**src/rtl/sinc_pkg.sv**
```systemverilog
// Shared types and small helpers for the sinc decimator.
// Assumes the order encoding below is also what drives order_sel.
package sinc_pkg;

    typedef enum logic [1:0] {
        ORD_SINC1 = 2'd0,
        ORD_SINC2 = 2'd1,
        ORD_SINC3 = 2'd2,
        ORD_FAST  = 2'd3
    } sinc_order_e;

    // Words needed before the output reflects only post-restart data.
    function automatic logic [2:0] settle_words(input sinc_order_e o);
        case (o)
            ORD_SINC1: return 3'd1;
            ORD_SINC2: return 3'd2;
            ORD_SINC3: return 3'd3;
            default:   return 3'd4;
        endcase
    endfunction

    // log2 of the DC gain for a given order and OSR exponent.
    function automatic logic [7:0] gain_log2(input sinc_order_e o, input logic [7:0] l);
        case (o)
            ORD_SINC1: return l;
            ORD_SINC2: return 8'(l * 8'd2);
            ORD_SINC3: return 8'(l * 8'd3);
            default:   return 8'(l * 8'd2 + 8'd1);
        endcase
    endfunction

    // Integrator tap used by each order (the quick variant reuses order two).
    function automatic logic [1:0] tap_index(input sinc_order_e o);
        return (o == ORD_FAST) ? 2'd1 : 2'(o);
    endfunction

endpackage

```
**src/rtl/sinc_integ_bank.sv**
```systemverilog
// Cascade of running-sum integrators at the modulator rate.
// Each stage adds the updated sum of the stage before it in the same cycle,
// so stage k holds the exact k-fold cumulative sum through the newest bit.
// Arithmetic wraps modulo 2^ACC_W; the differencing stages cancel the wrap.
module sinc_integ_bank #(
    parameter int ACC_W  = 26,
    parameter int STAGES = 3
) (
    input  logic                           clk,
    input  logic                           rst_n,
    input  logic                           clear,
    input  logic                           step,
    input  logic                           bit_in,
    output logic [STAGES-1:0][ACC_W-1:0]   sum_next
);

    logic [ACC_W-1:0] x_term;

    // Map the bit to +1 or -1 in two's complement.
    assign x_term = bit_in ? ACC_W'(1) : '1;

    for (genvar g = 0; g < STAGES; g++) begin : g_stage
        logic [ACC_W-1:0] acc_r;
        logic [ACC_W-1:0] nxt;

        if (g == 0) begin : g_head
            assign nxt = acc_r + x_term;
        end else begin : g_tail
            assign nxt = acc_r + g_stage[g-1].nxt;
        end

        assign sum_next[g] = nxt;

        // Hold the running sum; cleared by reset or a restart.
        always_ff @(posedge clk) begin
            if (!rst_n || clear) begin
                acc_r <= '0;
            end else if (step) begin
                acc_r <= nxt;
            end
        end
    end

endmodule

```
**src/rtl/sinc_comb_chain.sv**
```systemverilog
// Differencing stages at the decimated rate plus the two-word history used
// by the quick-settling variant. The result is combinational and valid in
// the cycle where fire is high; delay registers advance on that same edge.
// Assumes integ carries the integrator sums that include the current bit.
module sinc_comb_chain
    import sinc_pkg::*;
#(
    parameter int ACC_W = 26
) (
    input  logic                      clk,
    input  logic                      rst_n,
    input  logic                      clear,
    input  logic                      fire,
    input  sinc_order_e               order,
    input  logic [7:0]                gexp,
    input  logic [2:0][ACC_W-1:0]     integ,
    output logic signed [ACC_W-1:0]   result
);

    logic [1:0]        tap;
    logic [ACC_W-1:0]  tap_val;
    logic [ACC_W-1:0]  hist1_r;
    logic [ACC_W-1:0]  hist2_r;

    assign tap     = tap_index(order);
    assign tap_val = integ[tap];

    for (genvar g = 0; g < 3; g++) begin : g_diff
        logic [ACC_W-1:0] din;
        logic [ACC_W-1:0] dly_r;
        logic [ACC_W-1:0] dout;

        if (g == 0) begin : g_head
            assign din = tap_val;
        end else begin : g_tail
            assign din = g_diff[g-1].dout;
        end

        assign dout = din - dly_r;

        // Remember this stage's input from the previous window.
        always_ff @(posedge clk) begin
            if (!rst_n || clear) begin
                dly_r <= '0;
            end else if (fire) begin
                dly_r <= din;
            end
        end
    end

    // Second-order results of the last two windows for the quick variant.
    always_ff @(posedge clk) begin
        if (!rst_n || clear) begin
            hist1_r <= '0;
            hist2_r <= '0;
        end else if (fire) begin
            hist1_r <= g_diff[1].dout;
            hist2_r <= hist1_r;
        end
    end

    // Pick the stage output that matches the selected order.
    always_comb begin
        case (tap)
            2'd0:    result = signed'(g_diff[0].dout);
            2'd1:    result = (order == ORD_FAST) ? signed'(g_diff[1].dout + hist2_r)
                                                  : signed'(g_diff[1].dout);
            default: result = signed'(g_diff[2].dout);
        endcase
    end

    logic signed [ACC_W-1:0] bound;
    assign bound = signed'(ACC_W'(1) << gexp);

    // wrap-around in the integrators must cancel, leaving |r| within the gain.
    a_r3_within_gain: assert property (@(posedge clk) disable iff (!rst_n)
        fire |-> (result <= bound) && (result >= -bound));

endmodule

```
**src/rtl/sinc_out_scale.sv**
```systemverilog
// Rescales the raw filter result so that the DC gain 2^gexp maps to 2^(OUT_W-1),
// rounding toward minus infinity, then saturates to the signed output range.
// Assumes |raw| <= 2^gexp and ACC_W > OUT_W.
module sinc_out_scale #(
    parameter int ACC_W = 26,
    parameter int OUT_W = 16
) (
    input  logic signed [ACC_W-1:0]  raw,
    input  logic [7:0]               gexp,
    output logic signed [OUT_W-1:0]  word
);

    localparam int FRAC = OUT_W - 1;
    localparam logic signed [ACC_W-1:0] POS_LIM = ACC_W'((64'sd1 <<< FRAC) - 64'sd1);
    localparam logic signed [ACC_W-1:0] NEG_LIM = -POS_LIM - ACC_W'(1);

    logic signed [ACC_W-1:0] shifted;

    // Align the gain to the output full scale.
    always_comb begin
        if (gexp >= 8'(FRAC)) begin
            shifted = raw >>> (gexp - 8'(FRAC));
        end else begin
            shifted = raw <<< (8'(FRAC) - gexp);
        end
    end

    // Clamp into the signed output range.
    always_comb begin
        if (shifted > POS_LIM) begin
            word = POS_LIM[OUT_W-1:0];
        end else if (shifted < NEG_LIM) begin
            word = NEG_LIM[OUT_W-1:0];
        end else begin
            word = shifted[OUT_W-1:0];
        end
    end

endmodule

```
**src/rtl/sinc_decimator.sv**
```systemverilog
// Top of the selectable-order sinc decimator. It tracks the configuration
// in use, restarts on any change, counts the window phase, registers the
// scaled word with a one-cycle strobe, and flags the first settled word.
// Assumes osr_log2 <= LMAX and a bit at most once per clock.
module sinc_decimator
    import sinc_pkg::*;
#(
    parameter int LMAX  = 8,
    parameter int OUT_W = 16
) (
    input  logic                         clk,
    input  logic                         rst_n,
    input  logic                         bit_in,
    input  logic                         bit_valid,
    input  logic [1:0]                   order_sel,
    input  logic [$clog2(LMAX+1)-1:0]    osr_log2,
    output logic signed [OUT_W-1:0]      word_out,
    output logic                         word_valid,
    output logic                         word_settled
);

    localparam int ACC_W = 3 * LMAX + 2;
    localparam int LW    = $clog2(LMAX + 1);
    localparam int PH_W  = LMAX + 1;

    sinc_order_e               ord_q;
    logic [LW-1:0]             l_q;
    logic                      restart;
    logic                      accept;
    logic                      fire;
    logic [PH_W-1:0]           phase_r;
    logic [PH_W-1:0]           osr_m1;
    logic [2:0]                n_out_r;
    logic [7:0]                gexp;
    logic [2:0][ACC_W-1:0]     integ;
    logic signed [ACC_W-1:0]   raw;
    logic signed [OUT_W-1:0]   scaled;

    assign restart = (sinc_order_e'(order_sel) != ord_q) || (osr_log2 != l_q);
    assign accept  = bit_valid && !restart;
    assign osr_m1  = (PH_W'(1) << l_q) - PH_W'(1);
    assign fire    = accept && (phase_r == osr_m1);
    assign gexp    = gain_log2(ord_q, 8'(l_q));

    // Latch the configuration in use; a mismatch starts a new run.
    always_ff @(posedge clk) begin
        if (!rst_n || restart) begin
            ord_q <= sinc_order_e'(order_sel);
            l_q   <= osr_log2;
        end
    end

    // Position of the next accepted bit inside the decimation window.
    always_ff @(posedge clk) begin
        if (!rst_n || restart) begin
            phase_r <= '0;
        end else if (accept) begin
            phase_r <= fire ? '0 : phase_r + PH_W'(1);
        end
    end

    // Words emitted in this run, saturating past the longest settle count.
    always_ff @(posedge clk) begin
        if (!rst_n || restart) begin
            n_out_r <= '0;
        end else if (fire && n_out_r < 3'd4) begin
            n_out_r <= n_out_r + 3'd1;
        end
    end

    sinc_integ_bank #(.ACC_W(ACC_W), .STAGES(3)) i_integ (
        .clk      (clk),
        .rst_n    (rst_n),
        .clear    (restart),
        .step     (accept),
        .bit_in   (bit_in),
        .sum_next (integ)
    );

    sinc_comb_chain #(.ACC_W(ACC_W)) i_comb (
        .clk    (clk),
        .rst_n  (rst_n),
        .clear  (restart),
        .fire   (fire),
        .order  (ord_q),
        .gexp   (gexp),
        .integ  (integ),
        .result (raw)
    );

    sinc_out_scale #(.ACC_W(ACC_W), .OUT_W(OUT_W)) i_scale (
        .raw  (raw),
        .gexp (gexp),
        .word (scaled)
    );

    // Output word, strobe and settled flag.
    always_ff @(posedge clk) begin
        if (!rst_n) begin
            word_out     <= '0;
            word_valid   <= 1'b0;
            word_settled <= 1'b0;
        end else begin
            word_valid   <= fire;
            word_settled <= fire && ((n_out_r + 3'd1) == settle_words(ord_q));
            if (fire) begin
                word_out <= scaled;
            end
        end
    end

    logic started_r;

    // Marks cycles whose previous sample already follows reset.
    always_ff @(posedge clk) begin
        if (!rst_n) started_r <= 1'b0;
        else        started_r <= 1'b1;
    end

    // the exponent stays inside the supported range.
    a_r1_osr_in_range: assert property (@(posedge clk) disable iff (!rst_n)
        int'(osr_log2) <= LMAX);

    // every strobe follows an edge that carried a valid bit.
    a_r2_strobe_after_bit: assert property (@(posedge clk) disable iff (!rst_n)
        word_valid |-> $past(bit_valid));

    // with OSR above one, strobes never come back to back.
    a_r2_strobe_gap: assert property (@(posedge clk) disable iff (!rst_n)
        (word_valid && l_q != '0) |=> !word_valid);

    // the settled flag only accompanies a strobe.
    a_r6_settle_with_strobe: assert property (@(posedge clk) disable iff (!rst_n)
        word_settled |-> word_valid);

    // a restart cycle never produces a word.
    a_r7_restart_silent: assert property (@(posedge clk) disable iff (!rst_n)
        restart |=> !word_valid);

    // the word only moves together with its strobe.
    a_r9_hold: assert property (@(posedge clk) disable iff (!rst_n)
        (started_r && !word_valid) |-> $stable(word_out));

endmodule

```
**config.mk**
```make
export PLATFORM = sky130hd
export DESIGN_NAME = sinc_decimator
export DESIGN_NICKNAME = d
export VERILOG_FILES = /design/src/rtl/sinc_pkg.sv /design/src/rtl/sinc_integ_bank.sv /design/src/rtl/sinc_comb_chain.sv /design/src/rtl/sinc_out_scale.sv /design/src/rtl/sinc_decimator.sv
export SDC_FILE = /design/constraint.sdc
export NUM_CORES = 1
export LEC_CHECK = 0
export BUFFER_PORTS_ARGS = -buffer_cell sky130_fd_sc_hd__buf_2
export CORE_MARGIN = 8
export CORE_UTILIZATION = 30
export CTS_CLUSTER_DIAMETER = 150
export DETAILED_ROUTE_END_ITERATION = 10
export PLACE_DENSITY_LB_ADDON = 0.08
export SETUP_SLACK_MARGIN = 0.15
export SYNTH_ARGS = -nofsm -noshare
export SYNTH_HDL_FRONTEND = slang
export SYNTH_SLANG_ARGS = --single-unit
export TNS_END_PERCENT = 10
```
**constraint.sdc**
```tcl
create_clock -name clk -period 32.7 [get_ports clk]
set_input_delay 4.905 -clock clk [delete_from_list [all_inputs] [get_ports clk]]
set_output_delay 4.905 -clock clk [all_outputs]
set_load 0.01 [all_outputs]
```
==> key figures, run 1 <==
Outcome
  – Status: finished, final reports clean

Logic synthesis
  – Synth area leader: dfxtp_1
  – Mapped cell area: 0.0216 mm²
  – Mapped Cells: 2,909
  – Ranking of synthesized cells by area: dfxtp_1 20%, ha_1 12%, o21ai_0 5.8%, nand2_1 5.3%, a21oi_1 5.0%
  – Cell with the most instances after synthesis: nand2_1
  – Post-synth EDFFs: 6
  – Synth Register Bits: 218
  – Syn Nets: 3,128
  – Seq/Total Area, Yosys: 20.5%
  – Synth Warn #: 0
  – Most used flip-flop cell after synthesis: dfxtp_1
  – Fraction of registers with async set/reset: 0%
  – Syn avg cell area: 7.42 µm²
  – Post-synth top cells: 307 x nand2_1, 273 x nor2_1, 251 x o21ai_0, 214 x a21oi_1, 212 x dfxtp_1
  – Netlist cell types: 101
  – Yosys top cell area share: 19.7%

Routing
  – DRT Wirelength: 80,400 µm
  – Vias: 21,590
  – 1st-iter DRT viols: 1,568
  – Antenna viol nets, final: 0
  – Vias/cell: 5.60
  – # DRC: 0
  – Wire length per cell: 20.9 µm
  – First-pass DRT Iterations: 5

Timing
  – RSZ-0062 raised after global routing: no
  – Pins Over Slew Limit: 0
  – Total negative setup slack: 0 ns
  – Min cycle time layout: 18.10 ns
  – Fmax: 0.0552 GHz
  – Setup violators final: 0
  – Worst Tran Pin Value: 1.06 ns
  – Final Cycle Share: 55.4%
  – Final Hold Fails: 0
  – Worst slew margin: 29.1%
  – Clock skew: 0.0420 ns

Die
  – Die Footprint: 0.0807 mm²
  – Core ar.: 0.0714 mm²
  – # rows: 98
  – Die X: 284 µm
  – Starting density of the core: 30.2%
  – Die Y: 284 µm
  – I/O pins: 28

Flow run
  – Max Cap Viol: 0

Power
  – Combinational share of power: 57.6%
  – Clock share of power: 23.8%
  – Switching power: 0.684 mW
  – Sw Ratio: 47.1%
  – Sequential share of power: 18.6%
  – Pwr Density: 61.1 mW/mm²
  – Max rail drop VDD: 0.0440 mV
  – Int Power: 0.768 mW
  – LEAKAGE: 9.66 nW

CTS
  – H-tree levels: 1
  – Root Buffer: clkbuf_16
  – Clock tree buffer depth: 3
  – TritonCTS buffer count: 30
  – Sink Count: 218
  – Post-CTS Setup Repair Bufs: 0
  – Clock Pin Slew Worst Setup and Hold Paths: 0.06 ns
  – Cts repair resizes: 0
  – Clock latency on the worst-skew pair: 0.62 ns
  – CTS Hold Bufs: 0
  – TritonCTS clock tree: done

Placed design
  – Port buffer count: 27
  – Dpl hpwl: 61,400 µm
  – Gpl congestion: 0.923

GRT
  – First-pass GRT wire length: 125,000 µm
  – Largest net degree at the start of global routing: 71
  – Via count of the first global-routing pass: 21,050
  – Initial antenna violation count: 0
  – Global Route Usage Sum: 19.1%
  – Overflow after GRT: 0

Critical path
  – Crit. End Element: flip-flop
  – R2R depth: 54
  – Max incr delay on CP: 0.70 ns
  – Worst Path Buf+Inv: 4
  – Reg2reg start: i_integ.g_stage[0].acc_r[0]$_SDFFE_PP0P_
  – Req. time, crit path: 33.22 ns
  – Cell mode on critical path: a21oi_1
  – Crit path kind: primary input to flip-flop
  – Top Family by Delay on Critical Path: compound AO/OA/AOI/OAI gates
  – Slowest stage cell on the critical path: nor4_4
  – R2R Setup Slk: 18.90 ns
  – Crit path arrival time: 18.62 ns
  – Reg2reg end: word_out[11]$_SDFFE_PN0P_
  – Crit-path max FO: 25
  – Crit path depth: 57
  – CP Launch Type: primary input

Finish
  – Area Overhead vs Synth: 10.3%
  – Multi-input gate area: 0.0161 mm²
  – Fillers: 7,783
  – Area taken by flip-flops and latches: 0.00442 mm²
  – Core occupancy in the finished layout: 33.3%
  – Nets: 3,103
  – Share of layout cells above drive strength 1: 6.43%

Worst hold path
  – Endpoint, Worst Hold: i_comb.hist2_r[16]$_SDFFE_PP0P_
  – HP Start: i_comb.hist2_r[16]$_SDFFE_PP0P_
  – Min-Delay Path Class: flip-flop to flip-flop
  – Hold Crit Depth: 2
## power groups by stage
stage | Clock (mW) | Sequential (mW) | Combinational (mW)
after floorplan | 0 | 0.274 | 0.585
after global placement | 0 | 0.275 | 0.823
after detailed placement | 0 | 0.275 | 0.821
after CTS | 0.361 | 0.269 | 0.826
after global routing | 0.370 | 0.269 | 0.909
final | 0.346 | 0.269 | 0.837
## worst max-delay path by stage
stage                      start                        end  slack (ns)
after floorplan           bit_in  word_out[12]$_SDFFE_PN0P_       16.45
after global placement    bit_in  word_out[10]$_SDFFE_PN0P_       14.01
after detailed placement  bit_in  word_out[11]$_SDFFE_PN0P_       14.00
after CTS                 bit_in  word_out[11]$_SDFFE_PN0P_       14.58
after global routing      bit_in  word_out[10]$_SDFFE_PN0P_       13.44
final                     bit_in  word_out[11]$_SDFFE_PN0P_       14.60
## metal layers
metal  wire (µm)  part of all wire [%]  vias up  track usage, %
li1            -                     -    10579               -
met1       38500                    48    10447            25.8
met2       37000                    46      455            32.0
met3        2750                   3.4      109            1.91
met4        2160                   2.7        0            5.03
met5           0                     0        -               0
## state kept, by name (all words and copies together), names as in the netlist
register and cells:
i_comb.g_diff.dly_r 52, i_comb.hist1_r 26, i_comb.hist2_r 26, i_integ.g_stage.acc_r 78, l_q 4, n_out_r 3, ord_q 2, phase_r 9
word_out 16, word_settled 1, word_valid 1
## cells by family (layout without fill, tap and decap cells)
family | after synthesis | after routing | share of synthesized area (%)
and+or+nand+nor | 936 | 936 | 20.2
xor gates and xnor gates | 159 | 159 | 6.74
buffers and inverters | 296 | 294 | 5.22
other | 0 | 1 | 0
AOI/OAI and AO/OA | 986 | 986 | 29.9
muxes | 105 | 105 | 5.03
adders and majority gates | 209 | 209 | 12.4
DFF | 218 | 218 | 20.5
## worst reg2reg max path: cells and delay by family, from the launching register on
family / cells / cell delay, ns
mux: 1 / 0.30
compound gates: 28 / 5.82
fa+ha+maj: 6 / 2.18
buf+inv: 1 / 0.08
xor+xnor: 4 / 0.92
flops: 1 / 0.40
simple gates: 14 / 4.00
## per-stage QoR
step	area, µm²	total power, mW	hold slack, ns	worst slack [ns]	std cells
final	23800	1.45	0.462	14.60	3858
after global routing	23800	1.55	0.488	13.44	3857
after CTS	23800	1.46	0.469	14.58	3857
after detailed placement	22800	1.10	0.452	14.00	3802
after global placement	22800	1.10	0.440	14.01	3802
after floorplan	21600	0.859	0.429	16.45	2909
## layout by cell type (no fill, tap or decap), types with 26 or more instances in the layout
master / instances
a211oi_1: 36
a21o_1: 70
a21oi_1: 214
a31oi_1: 29
and2_1: 32
and3_1: 31
buf_2: 26
buf_4: 40
clkbuf_16: 30
dfxtp_1: 212
ha_1: 200
inv_1: 171
mux2i_1: 96
nand2_1: 305
nand2b_1: 27
nand3_1: 62
nor2_1: 272
nor2b_1: 37
nor3_1: 59
o21a_1: 46
o21ai_0: 250
o22ai_1: 56
xnor2_1: 93
xor2_1: 61
## final cells by class
cell class                 count  area share (%)
antenna                        1          0.0105
clock buffer                  36            3.38
clock inverter                19           0.936
inverter                     173            2.73
multi-input combinational   2395            67.5
sequential                   218            18.6
tap                          950            5.00
timing repair buffer          66            1.81
Note: power is estimated with default switching activity, not from simulation.
==> run 2, diff against run 1 <==
clock period = 15.6 ns   (was 32.7 ns; I/O delays follow)
==> key figures, run 2 (synthesized netlist as in run 1, its figures left out) <==
Power
  – LEAKAGE: 9.79 nW
  – Pwr Density: 128 mW/mm²
  – Max rail drop VDD: 0.0976 mV

GRT
  – Initial antenna violation count: 0
  – GR peak layer: met2
  – Overflow after GRT: 0
  – Met3 Use GR: 1.52%
  – GR Layer Usage met1: 26.3%
  – Largest net degree at the start of global routing: 72
  – Met2 usage: 32.4%
  – Via count of the first global-routing pass: 20,796
  – Global Route Usage Sum: 19.2%
  – First-pass GRT wire length: 125,000 µm

Placed design
  – Port buffer count: 27
  – Gpl congestion: 0.919
  – Dpl hpwl: 62,200 µm

Critical path
  – CP Launch Type: primary input
  – R2R Setup Slk: 2.61 ns
  – Crit path arrival time: 15.07 ns
  – Crit-path max FO: 15
  – Slowest stage cell on the critical path: fa_1
  – Cell mode on critical path: a21oi_1
  – Crit. End Element: flip-flop
  – Max incr delay on CP: 0.50 ns
  – Crit path kind: primary input to flip-flop
  – Req. time, crit path: 16.10 ns

Die
  – Die Y: 284 µm
  – # rows: 98
  – Core ar.: 0.0714 mm²
  – I/O pins: 28
  – Starting density of the core: 30.2%
  – Die Footprint: 0.0807 mm²
  – Die X: 284 µm

Finish
  – Commonest non-fill, non-tap cell in the layout: nand2_1
  – ANT cells: 0
  – Largest Register: i_integ.g_stage.acc_r
  – Nets: 3,132
  – Commonest cells after routing, fill and taps aside: 305 x nand2_1, 271 x nor2_1, 248 x o21ai_0, 212 x dfxtp_1, 211 x a21oi_1
  – Share of layout cells above drive strength 1: 7.52%
  – Area Overhead vs Synth: 11.6%
  – Flip-flop count of the largest register after layout: 78
  – Leading registers by flop count: i_integ.g_stage.acc_r (78), i_comb.g_diff.dly_r (52)

Routing
  – 1st-iter DRT viols: 1,488
  – # DRC: 0
  – Vias: 21,477
  – Antenna viol nets, final: 0
  – Wire length per cell: 20.9 µm
  – DRT Wirelength: 81,300 µm
  – Vias/cell: 5.53
  – First-pass DRT Iterations: 6

CTS
  – CTS Hold Bufs: 0
  – Clock Pin Slew Worst Setup and Hold Paths: 0.06 ns
  – TritonCTS clock tree: done
  – Sink Count: 218
  – H-tree levels: 1
  – TritonCTS buffer count: 31
  – Clock latency on the worst-skew pair: 0.62 ns
  – Clock tree buffer depth: 3
  – Root Buffer: clkbuf_16

Timing
  – Pins Over Slew Limit: 0
  – Worst Tran Pin Value: 0.928 ns
  – Clock skew: 0.0227 ns
  – Fmax: 0.0686 GHz
  – Hold slack: 0.458 ns
  – Final Cycle Share: 93.4%
  – Min cycle time layout: 14.57 ns
  – Total negative setup slack: 0 ns
  – RSZ-0062 raised after global routing: no
  – Final Hold Fails: 0
  – Worst slew margin: 38.1%
  – Setup violators final: 0

Flow run
  – Max Cap Viol: 0

Worst hold path
  – Min-Delay Path Class: flip-flop to flip-flop

Outcome
  – Status: finished, final reports clean
==> run 2: cell count changes in the layout (fill, tap and decap cells not counted), sizes merged <==
cell / previous run / this run
clkinvlp: 1 / 5
diode: 1 / 0
clkinv: 15 / 10
inv: 172 / 173
clkbuf: 36 / 38
buf: 66 / 94
==> run 2: layout make-up <==
| type | count | area [µm²] |
|---|---|---|
| clock inverters | 19 | 224 |
| repair buffers | 94 | 666 |
| fillers | 7821 | 47300 |
| clock buffers | 38 | 822 |
| flip-flops and latches | 218 | 4420 |
| inverters | 173 | 649 |
| well taps | 950 | 1190 |
| multi-input cells | 2395 | 16100 |
==> run 2: stage by stage <==
| step | setup WS, ns | cell area, µm² | power, mW | util [%] | std cells |
|---|---|---|---|---|---|
| floorplan | 1.92 | 21600 | 1.80 | - | 2909 |
| CTS | 0.161 | 24000 | 3.09 | 33.7 | 3886 |
| global placement | -0.532 | 23000 | 2.32 | 32.2 | 3828 |
| detailed placement | -0.521 | 23000 | 2.31 | 32.2 | 3828 |
| global route | 0.181 | 24100 | 3.29 | 33.7 | 3887 |
| finish | 1.03 | 24100 | 3.08 | 33.7 | 3887 |
==> run 2: timing repair <==
action                                  CTS  global route
setup buffers                             1             1
endpoints found under the setup margin    3            16
gates resized for setup                   0            11
pin swaps                                 1             2
==> run 2: metal layers <==
layer / wire (µm) / part of all wire, %
met1: 39100 / 48
met5: 0 / 0
met2: 37300 / 46
met4: 2100 / 2.6
met3: 2850 / 3.5
==> run 2: worst paths after layout <==
kind                                                                from                                      to  depth (start not counted)
worst max-delay path                                              bit_in                word_out[3]$_SDFFE_PN0P_                         59
worst min-delay path              i_comb.g_diff[1].dly_r[0]$_SDFFE_PP0P_  i_comb.g_diff[1].dly_r[0]$_SDFFE_PP0P_                          2
worst max register to register  i_integ.g_stage[0].acc_r[0]$_SDFFE_PP0P_                word_out[3]$_SDFFE_PN0P_                         57
worst min register to register    i_comb.g_diff[1].dly_r[0]$_SDFFE_PP0P_  i_comb.g_diff[1].dly_r[0]$_SDFFE_PP0P_                          2
==> run 2: critical path: cells and delay by family <==
kind | cells | cell delay (ns)
xor gates and xnor gates | 5 | 1.23
and+or+nand+nor | 13 | 2.25
buffers and inverters | 5 | 0.69
adders and majority gates | 6 | 2.22
AOI/OAI and AO/OA | 30 | 6.31
==> run 2: where the power goes <==
part	leakage, nW	switching [mW]	total (mW)	internal, mW
Sequential	1.77	0.00403	0.565	0.561
Combinational	7.52	1.12	1.77	0.643
Clock	0.500	0.308	0.748	0.441
==> run 3, diff against run 2 <==
ABC_AREA = 1   (was default)
SYNTH_HIERARCHICAL = 1   (was default)
==> key figures, run 3 <==
Timing
  – Final Hold Fails: 0
  – Worst Tran Pin Value: 1.07 ns
  – Fmax: 0.0709 GHz
  – Pins Over Slew Limit: 0
  – Hold slack: 0.463 ns
  – Fin worst setup slack: 1.49 ns
  – RSZ-0062 raised after global routing: no
  – Min cycle time layout: 14.11 ns
  – Total negative setup slack: 0 ns
  – Clock skew: 0.0154 ns
  – Final Cycle Share: 90.4%
  – Setup violators final: 0
  – Worst slew margin: 28.6%

Power
  – Switching power: 1.22 mW
  – Sw Ratio: 46.4%
  – Pwr Density: 103 mW/mm²
  – Combinational share of power: 50.0%
  – Max rail drop VDD: 0.0852 mV
  – Clock share of power: 28.5%
  – Tot Pwr: 2.62 mW
  – Int Power: 1.41 mW
  – LEAKAGE: 12.1 nW
  – Sequential share of power: 21.5%

Logic synthesis
  – Fraction of registers with async set/reset: 0%
  – Yosys top cell area share: 18.1%
  – Post-synth top cells: 828 x nand2_1, 516 x inv_1, 411 x nor2_1, 346 x o21ai_0, 305 x nand3_1
  – Synth Warn #: 6
  – Mapped Cells: 3,845
  – Cell with the most instances after synthesis: nand2_1
  – Synth Register Bits: 218
  – Most used flip-flop cell after synthesis: dfxtp_1
  – Ranking of synthesized cells by area: dfxtp_1 18%, nand2_1 13%, ha_1 10%, inv_1 8.3%, o21ai_0 7.4%
  – Seq/Total Area, Yosys: 18.9%
  – Synth area leader: dfxtp_1
  – Syn avg cell area: 6.09 µm²
  – Post-synth EDFFs: 6
  – Netlist cell types: 68
  – Mapped cell area: 0.0234 mm²

Finish
  – Layout Cell Area excl Fill: 0.0256 mm²
  – Share of layout cells above drive strength 1: 6.79%
  – Multi-input gate area: 0.0164 mm²
  – Nets: 4,018
  – Area taken by flip-flops and latches: 0.00442 mm²
  – Area Overhead vs Synth: 9.13%
  – Commonest cells after routing, fill and taps aside: 828 x nand2_1, 515 x inv_1, 409 x nor2_1, 345 x o21ai_0, 305 x nand3_1
  – Leading registers by flop count: i_integ/g_stage.acc_r (78), i_comb/g_diff.dly_r (52)
  – Flip-flop count of the largest register after layout: 78
  – Largest Register: i_integ/g_stage.acc_r
  – Commonest non-fill, non-tap cell in the layout: nand2_1
  – Fillers: 8,842
  – Non-filler instance count after layout: 4,868
  – Core occupancy in the finished layout: 33.1%
  – ANT cells: 0

Placed design
  – Dpl hpwl: 66,200 µm
  – Placed insts: 4,811
  – Placed Area: 0.0245 mm²
  – DP Worst Slack: 1.06 ns
  – Gpl congestion: 0.897
  – Port buffer count: 27

Critical path
  – Cell mode on critical path: nand2_1
  – Reg2reg start: i_integ/g_stage[0].acc_r[0]$_SDFFE_PP0P_
  – R2R Setup Slk: 3.24 ns
  – Top Family by Delay on Critical Path: simple AND/OR/NAND/NOR gates
  – R2R depth: 66
  – CP Launch Type: primary input
  – Max incr delay on CP: 0.43 ns
  – Reg2reg end: word_out[3]$_SDFFE_PN0P_
  – Crit path depth: 69
  – Worst Path Buf+Inv: 7
  – Req. time, crit path: 16.08 ns
  – Crit path from: bit_in
  – Slowest stage cell on the critical path: xor2_1
  – Crit. End Element: flip-flop
  – Crit path kind: primary input to flip-flop
  – Crit path to: word_out[3]$_SDFFE_PN0P_
  – Crit-path max FO: 15
  – Crit path arrival time: 14.59 ns

CTS
  – Root Buffer: clkbuf_16
  – TritonCTS clock tree: done
  – TritonCTS buffer count: 31
  – H-tree levels: 1
  – Sink Count: 218
  – Clock Pin Slew Worst Setup and Hold Paths: 0.06 ns
  – Clock latency on the worst-skew pair: 0.60 ns
  – Cts repair resizes: 0
  – Clock tree buffer depth: 3
  – Post-CTS Setup Repair Bufs: 0
  – CTS Hold Bufs: 0

Routing
  – 1st-iter DRT viols: 1,529
  – First-pass DRT Iterations: 5
  – Vias/cell: 4.94
  – DRT Wirelength: 84,600 µm
  – # DRC: 0
  – Antenna viol nets, final: 0
  – Wire length per cell: 17.4 µm
  – Vias: 24,067

GRT
  – Initial antenna violation count: 1
  – Largest net degree at the start of global routing: 109
  – Via count of the first global-routing pass: 23,173
  – Global Route Usage Sum: 18.8%
  – First-pass GRT wire length: 131,000 µm
  – Overflow after GRT: 0

Die
  – I/O pins: 28
  – # rows: 102
  – Die Footprint: 0.0873 mm²
  – Die X: 295 µm
  – Starting density of the core: 30.3%
  – Core ar.: 0.0773 mm²
  – Die Y: 295 µm

Outcome
  – Status: finished, final reports clean

Worst hold path
  – Min-Delay Path Class: flip-flop to flip-flop

Flow run
  – Max Cap Viol: 0
-- run 3: changes by cell type in the layout (fill, tap and decap cells not counted), sizes merged, moves of 40 or more --
cell	previous run	this run
o21ai	271	403
o21a	46	6
mux2i	96	1
a21o	70	16
buf	94	49
nor2	273	430
nand2	307	865
inv	173	534
nand3	64	331
a21oi	217	316
xnor2	95	37
-- run 3: worst min path at each step --
stage / end / cells past startpoint / start / slack [ns]
finish: i_comb/g_diff[0].dly_r[10]$_SDFFE_PP0P_ / 2 / i_comb/g_diff[0].dly_r[10]$_SDFFE_PP0P_ / 0.46
global route: i_comb/g_diff[0].dly_r[11]$_SDFFE_PP0P_ / 2 / i_comb/g_diff[0].dly_r[11]$_SDFFE_PP0P_ / 0.49
CTS: i_comb/g_diff[0].dly_r[15]$_SDFFE_PP0P_ / 2 / i_comb/g_diff[0].dly_r[15]$_SDFFE_PP0P_ / 0.47
detailed placement: i_comb/g_diff[0].dly_r[4]$_SDFFE_PP0P_ / 2 / i_comb/g_diff[0].dly_r[4]$_SDFFE_PP0P_ / 0.46
global placement: i_comb/g_diff[0].dly_r[4]$_SDFFE_PP0P_ / 2 / i_comb/g_diff[0].dly_r[4]$_SDFFE_PP0P_ / 0.46
floorplan: i_comb/g_diff[0].dly_r[21]$_SDFFE_PP0P_ / 2 / i_comb/g_diff[0].dly_r[21]$_SDFFE_PP0P_ / 0.44
-- run 3: metal layers --
metal	vias to the layer above	wire length, µm	global-route usage [%]	part of all wire [%]
met5	-	0	0	0
met2	400	38100	31.3	45
met4	0	3050	6.34	3.6
li1	12615	-	-	-
met3	119	2800	1.53	3.3
met1	10933	40600	25.4	48
-- run 3: logic make-up (layout without fill, tap and decap cells) --
kind of cell | Yosys count | after routing | synth area share (%)
adders and majority gates | 204 | 204 | 11.1
DFF | 218 | 218 | 18.9
other | 1 | 7 | 0.0160
buffers and inverters | 668 | 645 | 11.2
xor gates and xnor gates | 133 | 133 | 5.11
and+or+nand+nor | 1722 | 1722 | 31.9
muxes | 1 | 1 | 0.0427
AOI/OAI and AO/OA | 898 | 898 | 21.7
-- run 3: tightest hold or removal path, cell delays in order (launching register included) --
cell and delay, ns:
dfxtp_1 0.31, nand2_1 0.06, a21oi_1 0.05
-- run 3: power by group through the flow --
stage / Sequential, mW / Clock, mW / Combinational (mW)
2_1_floorplan: 0.574 / 0 / 0.928
3_3_place_gp: 0.575 / 0 / 1.31
3_5_place_dp: 0.575 / 0 / 1.29
4_1_cts: 0.563 / 0.776 / 1.30
5_1_grt: 0.563 / 0.798 / 1.46
6_report: 0.563 / 0.748 / 1.31
-- run 3: area by class of cell --
class | count | share of cell area [%]
repair buffers | 49 | 1.17
well taps | 1040 | 5.09
multi-input cells | 2965 | 64.3
clock inverters | 12 | 0.665
clock buffers | 45 | 3.51
inverters | 539 | 7.96
flip-flops and latches | 218 | 17.3
